$ cat src/rtl/dmacsr_pkg.sv
// Package: shared constants for the DMA channel register slice.
// Assumes a 32-bit word bus with byte offsets; only whole words are accessed.
package dmacsr_pkg;
    localparam int WORD_W = 32;
    typedef logic [WORD_W-1:0] word_t;

    // Status word bit positions (software depends on these).
    localparam int BIT_ACT   = 0;
    localparam int BIT_END   = 1;
    localparam int BIT_INT   = 2;
    localparam int BIT_PAUSE = 4;
    localparam int BIT_ABORT = 30;
    localparam int BIT_RST   = 31;

    // Bits that a status write replaces outright.
    localparam word_t RW_MASK = 32'h30FF_0001;

    // Register offsets.
    localparam int OFS_CS     = 'h00;
    localparam int OFS_CB     = 'h04;
    localparam int OFS_MIR0   = 'h08;
    localparam int OFS_STEP   = 4;
    localparam int NUM_MIRROR = 6;
    localparam int OFS_DBG    = 'h20;
endpackage

$ cat src/rtl/dmacsr_status.sv
// Module: control/status word of one channel.
// Applies engine updates first, then the bus write on top of them, so the
// bus wins for every bit it touches. Produces the start, irq and clear pulses.
// Assumes wr_en is already qualified to a status-word write.
module dmacsr_status
    import dmacsr_pkg::*;
(
    input  logic  clk,
    input  logic  rst_n,
    input  logic  wr_en,
    input  word_t wdata,
    input  logic  eng_st_we,
    input  logic  eng_active,
    input  logic  eng_paused,
    input  logic  eng_end,
    input  logic  eng_irq_set,
    output word_t cs_o,
    output logic  cb_clr_o,
    output logic  start_o,
    output logic  irq_o,
    output logic  int_clr_o
);
    word_t cs_q;
    word_t cs_d;
    logic  start_d;
    logic  int_clr_d;

    // Next status word: engine update, then bus clears, then masked replace.
    always_comb begin
        cs_d = cs_q;
        if (eng_st_we) begin
            cs_d[BIT_ACT]   = eng_active;
            cs_d[BIT_PAUSE] = eng_paused;
            cs_d[BIT_END]   = eng_end;
        end
        if (eng_irq_set) begin
            cs_d[BIT_INT] = 1'b1;
        end
        if (wr_en) begin
            if (wdata[BIT_RST]) cs_d = '0;
            if (wdata[BIT_END]) cs_d[BIT_END] = 1'b0;
            if (wdata[BIT_INT]) cs_d[BIT_INT] = 1'b0;
            cs_d = (cs_d & ~RW_MASK) | (wdata & RW_MASK);
        end
    end

    // Start on a software-driven rising edge of the active bit.
    assign start_d   = wr_en && !cs_q[BIT_ACT] && cs_d[BIT_ACT];
    assign int_clr_d = wr_en && (wdata[BIT_INT] || wdata[BIT_RST]);
    assign cb_clr_o  = wr_en && wdata[BIT_RST];

    // Status and pulse registers.
    always_ff @(posedge clk) begin
        if (!rst_n) begin
            cs_q      <= '0;
            start_o   <= 1'b0;
            int_clr_o <= 1'b0;
        end else begin
            cs_q      <= cs_d;
            start_o   <= start_d;
            int_clr_o <= int_clr_d;
        end
    end

    assign cs_o  = cs_q;
    assign irq_o = cs_q[BIT_INT];

    a_r2_mask_replace: assert property (@(posedge clk) disable iff (!rst_n)
        wr_en |=> ((cs_q & RW_MASK) == ($past(wdata) & RW_MASK)));
    a_r3_reset_bit_clear: assert property (@(posedge clk) disable iff (!rst_n)
        (wr_en && wdata[BIT_RST]) |=> ((cs_q & ~RW_MASK) == '0));
    a_r4_end_w1c: assert property (@(posedge clk) disable iff (!rst_n)
        (wr_en && wdata[BIT_END]) |=> !cs_q[BIT_END]);
    a_r5_int_w1c: assert property (@(posedge clk) disable iff (!rst_n)
        (wr_en && wdata[BIT_INT]) |=> (!irq_o && int_clr_o));
    a_r6_start_single: assert property (@(posedge clk) disable iff (!rst_n)
        start_o |=> !start_o);
    a_r6_start_active: assert property (@(posedge clk) disable iff (!rst_n)
        start_o |-> cs_q[BIT_ACT]);
    a_r7_top_bits_zero: assert property (@(posedge clk) disable iff (!rst_n)
        !cs_q[BIT_ABORT] && !cs_q[BIT_RST]);
endmodule

$ cat src/rtl/dmacsr_mirror.sv
// Module: read-only copy of the control block that the engine is working on.
// Loads all fields together on load_i; the bus cannot write here.
module dmacsr_mirror
    import dmacsr_pkg::*;
#(
    parameter int NFIELD = NUM_MIRROR
) (
    input  logic                          clk,
    input  logic                          rst_n,
    input  logic                          load_i,
    input  logic [NFIELD-1:0][WORD_W-1:0] fields_i,
    output logic [NFIELD-1:0][WORD_W-1:0] fields_o
);
    for (genvar g = 0; g < NFIELD; g++) begin : g_field
        // One field register, loaded by the engine only.
        always_ff @(posedge clk) begin
            if (!rst_n)      fields_o[g] <= '0;
            else if (load_i) fields_o[g] <= fields_i[g];
        end
    end

    a_r9_hold_without_load: assert property (@(posedge clk) disable iff (!rst_n)
        !load_i |=> $stable(fields_o));
endmodule

$ cat src/rtl/dmacsr_bus.sv
// Module: offset decode, write qualifiers, registered read mux and
// the undefined-offset strobe. Assumes one whole-word access per cycle.
module dmacsr_bus
    import dmacsr_pkg::*;
#(
    parameter int ADDR_W = 8
) (
    input  logic                              clk,
    input  logic                              rst_n,
    input  logic                              req_valid,
    input  logic                              req_write,
    input  logic [ADDR_W-1:0]                 req_addr,
    input  word_t                             cs_i,
    input  word_t                             cb_i,
    input  word_t                             dbg_i,
    input  logic [NUM_MIRROR-1:0][WORD_W-1:0] mir_i,
    output logic                              wr_cs_o,
    output logic                              wr_cb_o,
    output logic                              wr_dbg_o,
    output word_t                             rd_data_o,
    output logic                              rd_valid_o,
    output logic                              err_o
);
    localparam logic [ADDR_W-1:0] A_CS  = ADDR_W'(OFS_CS);
    localparam logic [ADDR_W-1:0] A_CB  = ADDR_W'(OFS_CB);
    localparam logic [ADDR_W-1:0] A_DBG = ADDR_W'(OFS_DBG);

    word_t rmux;
    logic  known;
    logic  do_wr;
    logic  do_rd;

    assign do_wr = req_valid && req_write;
    assign do_rd = req_valid && !req_write;

    // Decode the offset and select the read word; unknown offsets give 0.
    always_comb begin
        rmux  = '0;
        known = 1'b0;
        if (req_addr == A_CS) begin
            known = 1'b1;
            rmux  = cs_i;
        end
        if (req_addr == A_CB) begin
            known = 1'b1;
            rmux  = cb_i;
        end
        if (req_addr == A_DBG) begin
            known = 1'b1;
            rmux  = dbg_i;
        end
        for (int i = 0; i < NUM_MIRROR; i++) begin
            if (req_addr == ADDR_W'(OFS_MIR0 + OFS_STEP * i)) begin
                known = 1'b1;
                rmux  = mir_i[i];
            end
        end
    end

    assign wr_cs_o  = do_wr && (req_addr == A_CS);
    assign wr_cb_o  = do_wr && (req_addr == A_CB);
    assign wr_dbg_o = do_wr && (req_addr == A_DBG);

    // Registered read return and error strobe.
    always_ff @(posedge clk) begin
        if (!rst_n) begin
            rd_data_o  <= '0;
            rd_valid_o <= 1'b0;
            err_o      <= 1'b0;
        end else begin
            rd_valid_o <= do_rd;
            err_o      <= req_valid && !known;
            if (do_rd) rd_data_o <= rmux;
        end
    end

    a_r10_undef_reads_zero: assert property (@(posedge clk) disable iff (!rst_n)
        (rd_valid_o && err_o) |-> (rd_data_o == '0));
    a_r12_valid_follows_read: assert property (@(posedge clk) disable iff (!rst_n)
        rd_valid_o |-> $past(do_rd));
    a_r10_err_single_access: assert property (@(posedge clk) disable iff (!rst_n)
        err_o |-> $past(req_valid));
endmodule

$ cat src/rtl/dma_chan_regs.sv
// Module: top of the per-channel DMA register slice.
// Holds the control-block pointer and debug word, and ties together the
// status word, the read-only mirror and the bus decode. Assumes the engine
// and the global interrupt/enable logic sit outside this block.
module dma_chan_regs
    import dmacsr_pkg::*;
#(
    parameter int ADDR_W = 8
) (
    input  logic              clk,
    input  logic              rst_n,
    input  logic              req_valid,
    input  logic              req_write,
    input  logic [ADDR_W-1:0] req_addr,
    input  logic [31:0]       req_wdata,
    output logic [31:0]       rd_data,
    output logic              rd_valid,
    output logic              bad_access,
    input  logic              eng_st_we,
    input  logic              eng_active,
    input  logic              eng_paused,
    input  logic              eng_end,
    input  logic              eng_irq_set,
    input  logic              eng_fld_we,
    input  logic [31:0]       eng_info,
    input  logic [31:0]       eng_src,
    input  logic [31:0]       eng_dst,
    input  logic [31:0]       eng_len,
    input  logic [31:0]       eng_stride,
    input  logic [31:0]       eng_next,
    output logic [31:0]       cb_addr,
    output logic              start_req,
    output logic              irq,
    output logic              irq_status_clr
);
    word_t cs_w;
    word_t cb_q;
    word_t dbg_q;
    logic  wr_cs;
    logic  wr_cb;
    logic  wr_dbg;
    logic  cb_clr;
    logic [NUM_MIRROR-1:0][WORD_W-1:0] mir_in;
    logic [NUM_MIRROR-1:0][WORD_W-1:0] mir_q;

    // Field order matches the offset order 0x08 upward.
    assign mir_in = {eng_next, eng_stride, eng_len, eng_dst, eng_src, eng_info};

    dmacsr_bus #(.ADDR_W(ADDR_W)) u_bus (
        .clk        (clk),
        .rst_n      (rst_n),
        .req_valid  (req_valid),
        .req_write  (req_write),
        .req_addr   (req_addr),
        .cs_i       (cs_w),
        .cb_i       (cb_q),
        .dbg_i      (dbg_q),
        .mir_i      (mir_q),
        .wr_cs_o    (wr_cs),
        .wr_cb_o    (wr_cb),
        .wr_dbg_o   (wr_dbg),
        .rd_data_o  (rd_data),
        .rd_valid_o (rd_valid),
        .err_o      (bad_access)
    );

    dmacsr_status u_status (
        .clk         (clk),
        .rst_n       (rst_n),
        .wr_en       (wr_cs),
        .wdata       (req_wdata),
        .eng_st_we   (eng_st_we),
        .eng_active  (eng_active),
        .eng_paused  (eng_paused),
        .eng_end     (eng_end),
        .eng_irq_set (eng_irq_set),
        .cs_o        (cs_w),
        .cb_clr_o    (cb_clr),
        .start_o     (start_req),
        .irq_o       (irq),
        .int_clr_o   (irq_status_clr)
    );

    dmacsr_mirror #(.NFIELD(NUM_MIRROR)) u_mirror (
        .clk      (clk),
        .rst_n    (rst_n),
        .load_i   (eng_fld_we),
        .fields_i (mir_in),
        .fields_o (mir_q)
    );

    // Pointer and debug words; channel reset clears the pointer.
    always_ff @(posedge clk) begin
        if (!rst_n) begin
            cb_q  <= '0;
            dbg_q <= '0;
        end else begin
            if (cb_clr)     cb_q <= '0;
            else if (wr_cb) cb_q <= req_wdata;
            if (wr_dbg)     dbg_q <= req_wdata;
        end
    end

    assign cb_addr = cb_q;

    a_r3_pointer_cleared: assert property (@(posedge clk) disable iff (!rst_n)
        cb_clr |=> (cb_addr == '0));
    a_r8_pointer_write: assert property (@(posedge clk) disable iff (!rst_n)
        wr_cb |=> (cb_addr == $past(req_wdata)));
    a_r5_irq_clear_pulse: assert property (@(posedge clk) disable iff (!rst_n)
        irq_status_clr |=> !irq_status_clr || $past(wr_cs));
endmodule

$ cat config.mk
export PLATFORM = sky130hd
export DESIGN_NAME = dma_chan_regs
export DESIGN_NICKNAME = d
export VERILOG_FILES = /design/src/rtl/dmacsr_pkg.sv /design/src/rtl/dmacsr_status.sv /design/src/rtl/dmacsr_mirror.sv /design/src/rtl/dmacsr_bus.sv /design/src/rtl/dma_chan_regs.sv
export SDC_FILE = /design/constraint.sdc
export NUM_CORES = 1
export LEC_CHECK = 0
export BUFFER_PORTS_ARGS = -buffer_cell sky130_fd_sc_hd__buf_2
export CAP_MARGIN = 10
export CORE_MARGIN = 1.5
export CORE_UTILIZATION = 50
export CTS_CLUSTER_DIAMETER = 30
export DETAILED_ROUTE_END_ITERATION = 16
export PLACE_DENSITY = 0.81
export SLEW_MARGIN = 30
export SYNTH_ARGS = -nofsm -noshare
export SYNTH_HDL_FRONTEND = slang
export SYNTH_SLANG_ARGS = --single-unit
$ cat constraint.sdc
create_clock -name clk -period 2.5 [get_ports clk]
set_input_delay 0.125 -clock clk [delete_from_list [all_inputs] [get_ports clk]]
set_output_delay 0.125 -clock clk [all_outputs]
set_load 0.005 [all_outputs]
==> flow_metrics.tcl, run 1 <==
set metrics [dict create \
    fmax_mhz 468.5 \
    syn_inst 1634 \
    synth_compound_area_frac 0.1685 \
    setup_viol 0 \
    wl_mm 57.40 \
    synth-edff-count 0 \
    whs_endpoint "u_status.cs_o[1]" \
    cp_max_fo 34 \
    path_delay_family "buffers and inverters" \
    cts_buffer_depth 3 \
    r2r_end "u_bus.rd_data_o[19]" \
    holdPathStages 3 \
    power.density_nw_per_um2 804.4 \
    fin_area_um2 21030 \
    drive_gt1_frac 0.2341 \
    clk_latency_ns 0.56 \
    hold_class "input pin to flop" \
    ys.flop_type "dfxtp_1" \
    synthSimpleGateAreaFrac 0.1684 \
    drv_slew 0 \
    reg2regPathDepth 5 \
    syn_nets 1876 \
    r2r_start "u_status.cs_o[19]" \
    worstMarginPinSlew_ns 0.8453 \
    end_kind "flop" \
    status "complete, no violations" \
    rsz0062_at_grt "no" \
    cts_hold_buf 231 \
    slew_headroom 0.4365 \
    dieArea_um2 29420 \
    ant_nets 0 \
    synthArstFlopShare 0 \
    synth.area.top_cells "dfxtp_1, mux2i_1, nor2_1" \
    synth_top_area_frac 0.4567 \
    maxCapViolations 0 \
    hold_viol_final 0 \
    postCtsSetupBuffers 0 \
    pwr-share-comb 0.091 \
    detail_route.vias_per_cell 5.874 \
    swShare 0.2489 \
    path_clk_slew_ns 0.05 \
    pwr-share-seq 0.325 \
    cts_tree "done" \
    wl_per_cell_um 21.99 \
    initial_core_util 0.5098 \
    crit_chain "dlygate4sd3_1 > buf_2 > nand2_1 > nor4_2 > nand2_1 > nand2_1 > buf_12 > a211oi_1 > dlygate4sd3_1" \
    netSwitchingPower_mw 4.210 \
    synth_top_family_by_area "compound AO/OA/AOI/OAI gates" \
    p_int_mw 12.70 \
    cp.arrival_ns 2.58 \
    cp_common_cell "nand2_1" \
    finClkSkew_ns 0.02830 \
    die_x_um 171.5 \
    core_um2 27860 \
    via_count 15340 \
    nNetsFinal 2407 \
    port_buffers 310 \
    min_period_ns 2.135 \
    dpl-instance-area_um2 16150 \
    synth_xor_area_frac 0 \
    period_share 0.8538 \
    min-delay-start "eng_st_we" \
    synthAdderAreaFrac 0 \
    p_clk_frac 0.584 \
    die_y_um 171.5 \
    num_rows 61 \
    ys_seq_area_frac 0.4567 \
    io_pins 311 \
    drc 0 \
    grt_pass1_vias 15440 \
    synthMuxAreaShare 0.1645 \
    post-route-util 0.7548 \
    h-tree-depth 3 \
    worst-path-buf-inv 4 \
    gp_congestion 0.9167 \
    grt_overflow 0 \
    p_leak_nw 9.129 \
    crit_slowest_cell "dlygate4sd3_1" \
    holdWs_ns 0.05921 \
    drtPass1Iterations 6 \
    ys_ff_latch 324 \
    r2r_setup_slack_ns 0.87 \
    synth_area_leader_cell "dfxtp_1" \
    yosysUniqueCellTypes 52 \
    finalPower_mw 16.91 \
    yosysWarnings 0 \
    cts-root-buf "clkbuf_16" \
    avgSynthCellArea_um2 8.691 \
    cts_resized 0 \
    start_kind "input pin" \
    grt.total_usage 0.3839 \
    required_ns 2.95 \
    syn_to_final_growth_pct 48.07 \
    netlist_area_um2 14200 \
    clock-sinks 324 \
    critical_path_class "input pin to flop" \
    finalSetupTns_ns 0 \
    cts_made_buffers 72 \
    antenna_found_initial 14 \
    drt_iter0_drc 1561 \
    slowest_delay_ns 0.56 \
    dpl.hpwl_mm 31.52 \
    grt_max_degree 81 \
    grt_pass1_wl_mm 85.88 \
    ir_worst_vdd_mv 0.5377 \
]
cell families after synthesis:
family	count (synthesis)
buf+inv	143
compound gates	382
simple gates	554
mux	231
flops	324
through the flow:
step	setup slack, ns	cells
final	0.3654	2611
after global routing	0.2893	2610
after CTS	0.4843	2599
after detailed placement	0.1863	2238
after global placement	0.2803	2238
after floorplan	0.7412	1634
cells in the mapped netlist (19+ instances only):
master and number:
o311ai_0 22, dfxtp_1 324, buf_1 23, nor2_1 251, nor2b_1 29, a21oi_1 151, buf_2 28, o22ai_1 28
o21ai_0 80, a211oi_1 26, nor3_1 19, mux2i_1 221, clkbuf_1 81, nand2_1 192
power groups by stage:
stage / Combinational (mW) / Clock (mW) / Sequential, mW
after floorplan: 0.701 / 0 / 5.54
after global placement: 1.12 / 0 / 5.56
after detailed placement: 1.14 / 0 / 5.57
after CTS: 1.44 / 9.79 / 5.48
after global routing: 1.63 / 10.2 / 5.51
final: 1.54 / 9.88 / 5.50
cell type report:
class	instances	area [µm²]
timing repair buffer	592	4328
clock inverter	39	543.0
fill	1803	6830
tap	378	473.0
multi-input combinational	1167	7146
antenna	12	30.03
sequential	324	6486
clock buffer	91	1984
inverter	8	37.54
registers in the layout, indices dropped and copies added (netlist names):
| name | cells |
|---|---|
| u_mirror.fields_o | 192 |
| cb_addr | 32 |
| dbg_q | 32 |
| u_bus.rd_data_o | 32 |
| u_status.cs_o | 32 |
| u_bus.err_o | 1 |
| u_bus.rd_valid_o | 1 |
| u_status.int_clr_o | 1 |
| u_status.start_o | 1 |
placed cells by master (no fill, tap or decap), types with 26 or more instances in the layout:
cell type	n
a211oi_1	26
a21oi_1	150
buf_2	307
buf_4	47
clkbuf_16	73
dfxtp_1	324
dlygate4sd3_1	231
mux2i_1	221
nand2_1	192
nor2_1	251
nor2b_1	29
o21ai_0	80
o22ai_1	28
layer usage:
| layer | up-vias | global-route usage | wire length (µm) |
|---|---|---|---|
| met2 | 1070 | 0.6189 | 26340 |
| met4 | 4 | 0.2647 | 4007 |
| met5 | - | 0 | 20 |
| li1 | 6809 | - | - |
| met3 | 314 | 0.1130 | 6041 |
| met1 | 7140 | 0.4383 | 21000 |
worst reg2reg max path, delay by kind of cell (launching register included):
kind             cells  cell delay [ns]
AO/OA/AOI/OAI        3             1.00
flip-flops           1             0.33
AND/OR/NAND/NOR      2             0.24
worst max-delay path by stage:
stage                      startpoint                 end  depth (start not counted)
after floorplan           req_addr[4]   u_status.cs_o[18]                          7
after global placement    req_addr[4]  u_bus.rd_data_o[1]                          7
after detailed placement  req_addr[4]  u_bus.rd_data_o[1]                          7
after CTS                   req_valid    u_status.cs_o[2]                          9
after global routing        req_valid    u_status.cs_o[2]                          9
final                       req_valid    u_status.cs_o[2]                          9
No activity file was read; power rests on OpenSTA's default activity.
==> run 2, diff against run 1 <==
--- a/config.mk
+++ b/config.mk
@@ -8,10 +8,11 @@
 export BUFFER_PORTS_ARGS = -buffer_cell sky130_fd_sc_hd__buf_2
 export CAP_MARGIN = 10
 export CORE_MARGIN = 1.5
-export CORE_UTILIZATION = 50
+export CORE_UTILIZATION = 55
 export CTS_CLUSTER_DIAMETER = 30
 export DETAILED_ROUTE_END_ITERATION = 16
-export PLACE_DENSITY = 0.81
+export PLACE_DENSITY = 0.88
+export RECOVER_POWER = 50
 export SLEW_MARGIN = 30
 export SYNTH_ARGS = -nofsm -noshare
 export SYNTH_HDL_FRONTEND = slang
==> flow_metrics.tcl, run 2 (synthesized netlist as in run 1, its figures left out) <==
set metrics [dict create \
    status "complete, but fails checks" \
    violations "capacitance limit, slew limit" \
    rsz0062_at_grt "no" \
    die_y_um 163.7 \
    cp_common_cell "nand2_1" \
    path_clk_slew_ns 0.05 \
    reg2regPathDepth 5 \
    critical_path_class "input pin to flop" \
    cts-root-buf "clkbuf_16" \
    end_kind "flop" \
    clk_latency_ns 0.55 \
    drc 0 \
    antenna_found_initial 14 \
    cts_tree "done" \
    maxCapViolations 1 \
    hold_class "input pin to flop" \
    drt_iter0_drc 2234 \
    crit_slowest_cell "dlygate4sd3_1" \
    grt.total_usage 0.4441 \
    power.density_nw_per_um2 785.8 \
    setup_viol 0 \
    worstSetupStartpoint "req_valid" \
    wl_per_cell_um 23.77 \
    core_um2 25250 \
    r2r_start "u_status.cs_o[19]" \
    wl_mm 60.27 \
    grt_pass1_wl_mm 90.03 \
    cp.arrival_ns 2.75 \
    crit_end "u_status.cs_o[2]" \
    path_depth 10 \
    final_cell_mix "dfxtp_1, buf_2, nor2_1" \
    syn_to_final_growth_pct 45.08 \
    required_ns 2.92 \
    post-route-util 0.8158 \
    detail_route.vias_per_cell 6.183 \
    drtPass1Iterations 10 \
    slowest_delay_ns 0.58 \
    hold_viol_final 0 \
    regMostFlops "u_mirror.fields_o" \
    ir_worst_vdd_mv 0.5177 \
    largest_reg_flops 192 \
    fmax_mhz 428.2 \
    r2r_setup_slack_ns 0.84 \
    h-tree-depth 3 \
    finClkSkew_ns 0.02627 \
    nNetsFinal 2386 \
    drive_gt1_frac 0.2152 \
    crit_chain "dlygate4sd3_1 > buf_2 > nand2_1 > nor4_2 > buf_4 > nand2_1 > nand2_1 > buf_4 > a211oi_1 > dlygate4sd3_1" \
    cts_buffer_depth 3 \
    start_kind "input pin" \
    grt_overflow 0 \
    p_leak_nw 8.829 \
    final_common_cell "dfxtp_1" \
    gp_congestion 0.9392 \
    slew_headroom -0.4493 \
    die_x_um 163.7 \
    io_pins 311 \
    worstMarginPinSlew_ns 2.174 \
    ant_nets 0 \
    cts_made_buffers 66 \
    path_delay_family "buffers and inverters" \
    via_count 15680 \
    port_buffers 310 \
    initial_core_util 0.5623 \
    grt_max_degree 120 \
    finalSetupTns_ns 0 \
    dpl.hpwl_mm 32.14 \
    drv_slew 56 \
    min_period_ns 2.335 \
    worst-path-buf-inv 5 \
    num_rows 58 \
    clock-sinks 324 \
    r2r_end "u_bus.rd_data_o[19]" \
    dieArea_um2 26790 \
    cp_max_fo 34 \
    grt_pass1_vias 15780 \
    dp_cells 2175 \
    fill_cells 1442 \
    finalNonFillerCells 2535 \
    period_share 0.9342 \
    postCtsSetupBuffers 0 \
]
[run 2: final cells by class]
| type | count | area (µm²) | share of cell area |
|---|---|---|---|
| antenna | 12 | 30.03 | 0.001458 |
| inverter | 8 | 37.54 | 0.001822 |
| sequential | 324 | 6486 | 0.3148 |
| tap | 330 | 412.9 | 0.02004 |
| timing repair buffer | 577 | 4193 | 0.2035 |
| clock buffer | 82 | 1866 | 0.09055 |
| clock inverter | 35 | 425.4 | 0.02065 |
| multi-input combinational | 1167 | 7152 | 0.3471 |
[run 2: worst reg2reg max path: stages, from the launching register on]
cell,delay [ns]
dfxtp_1,0.33
nor2_1,0.06
a2bb2oi_1,0.16
o311ai_0,0.66
a221oi_1,0.19
nor2_1,0.18
[run 2: what timing repair did]
action | 4_1_cts | 5_1_grt
hold buffers | 231 | 0
resized for setup | 0 | 0
endpoints found under the setup margin | 0 | 0
endpoints found under the hold margin | 273 | 0
[run 2: worst min path at each step]
stage	startpoint	end	slack (ns)	cells past startpoint
final	eng_st_we	u_status.cs_o[0]	0.05	3
after global routing	rst_n	u_bus.err_o	0.04	3
after CTS	rst_n	u_bus.err_o	0.02	3
after detailed placement	eng_dst[19]	u_mirror.fields_o[83]	0.36	3
after global placement	eng_next[14]	u_mirror.fields_o[174]	0.36	3
after floorplan	req_wdata[2]	u_status.cs_o[2]	0.22	1
[run 2: routing by layer]
metal | wire length, µm | vias up | share of wire | track usage
met4 | 4398 | 6 | 0.073 | 0.3045
met1 | 21410 | 7274 | 0.36 | 0.5170
met5 | 41 | - | 0.00068 | 0
met2 | 27500 | 1273 | 0.46 | 0.7041
li1 | - | 6759 | - | -
met3 | 6917 | 363 | 0.11 | 0.1295
[run 2: power by group]
group	switching (mW)	internal, mW
combinational	0.842	0.734
clock	3.06	6.05
sequential	0.139	5.37
[run 2: stage by stage]
step                instance area, µm²  hold slack, ns  power, mW  setup slack [ns]
CTS                              20620         0.01628      15.89            0.2505
global placement                 16010          0.3593      6.678            0.1797
detailed placement               16010          0.3647      6.714            0.1334
global route                     20590         0.03757      16.49            0.1233
finish                           20600         0.04709      16.19            0.1645
floorplan                        14200          0.2196      6.238            0.7412
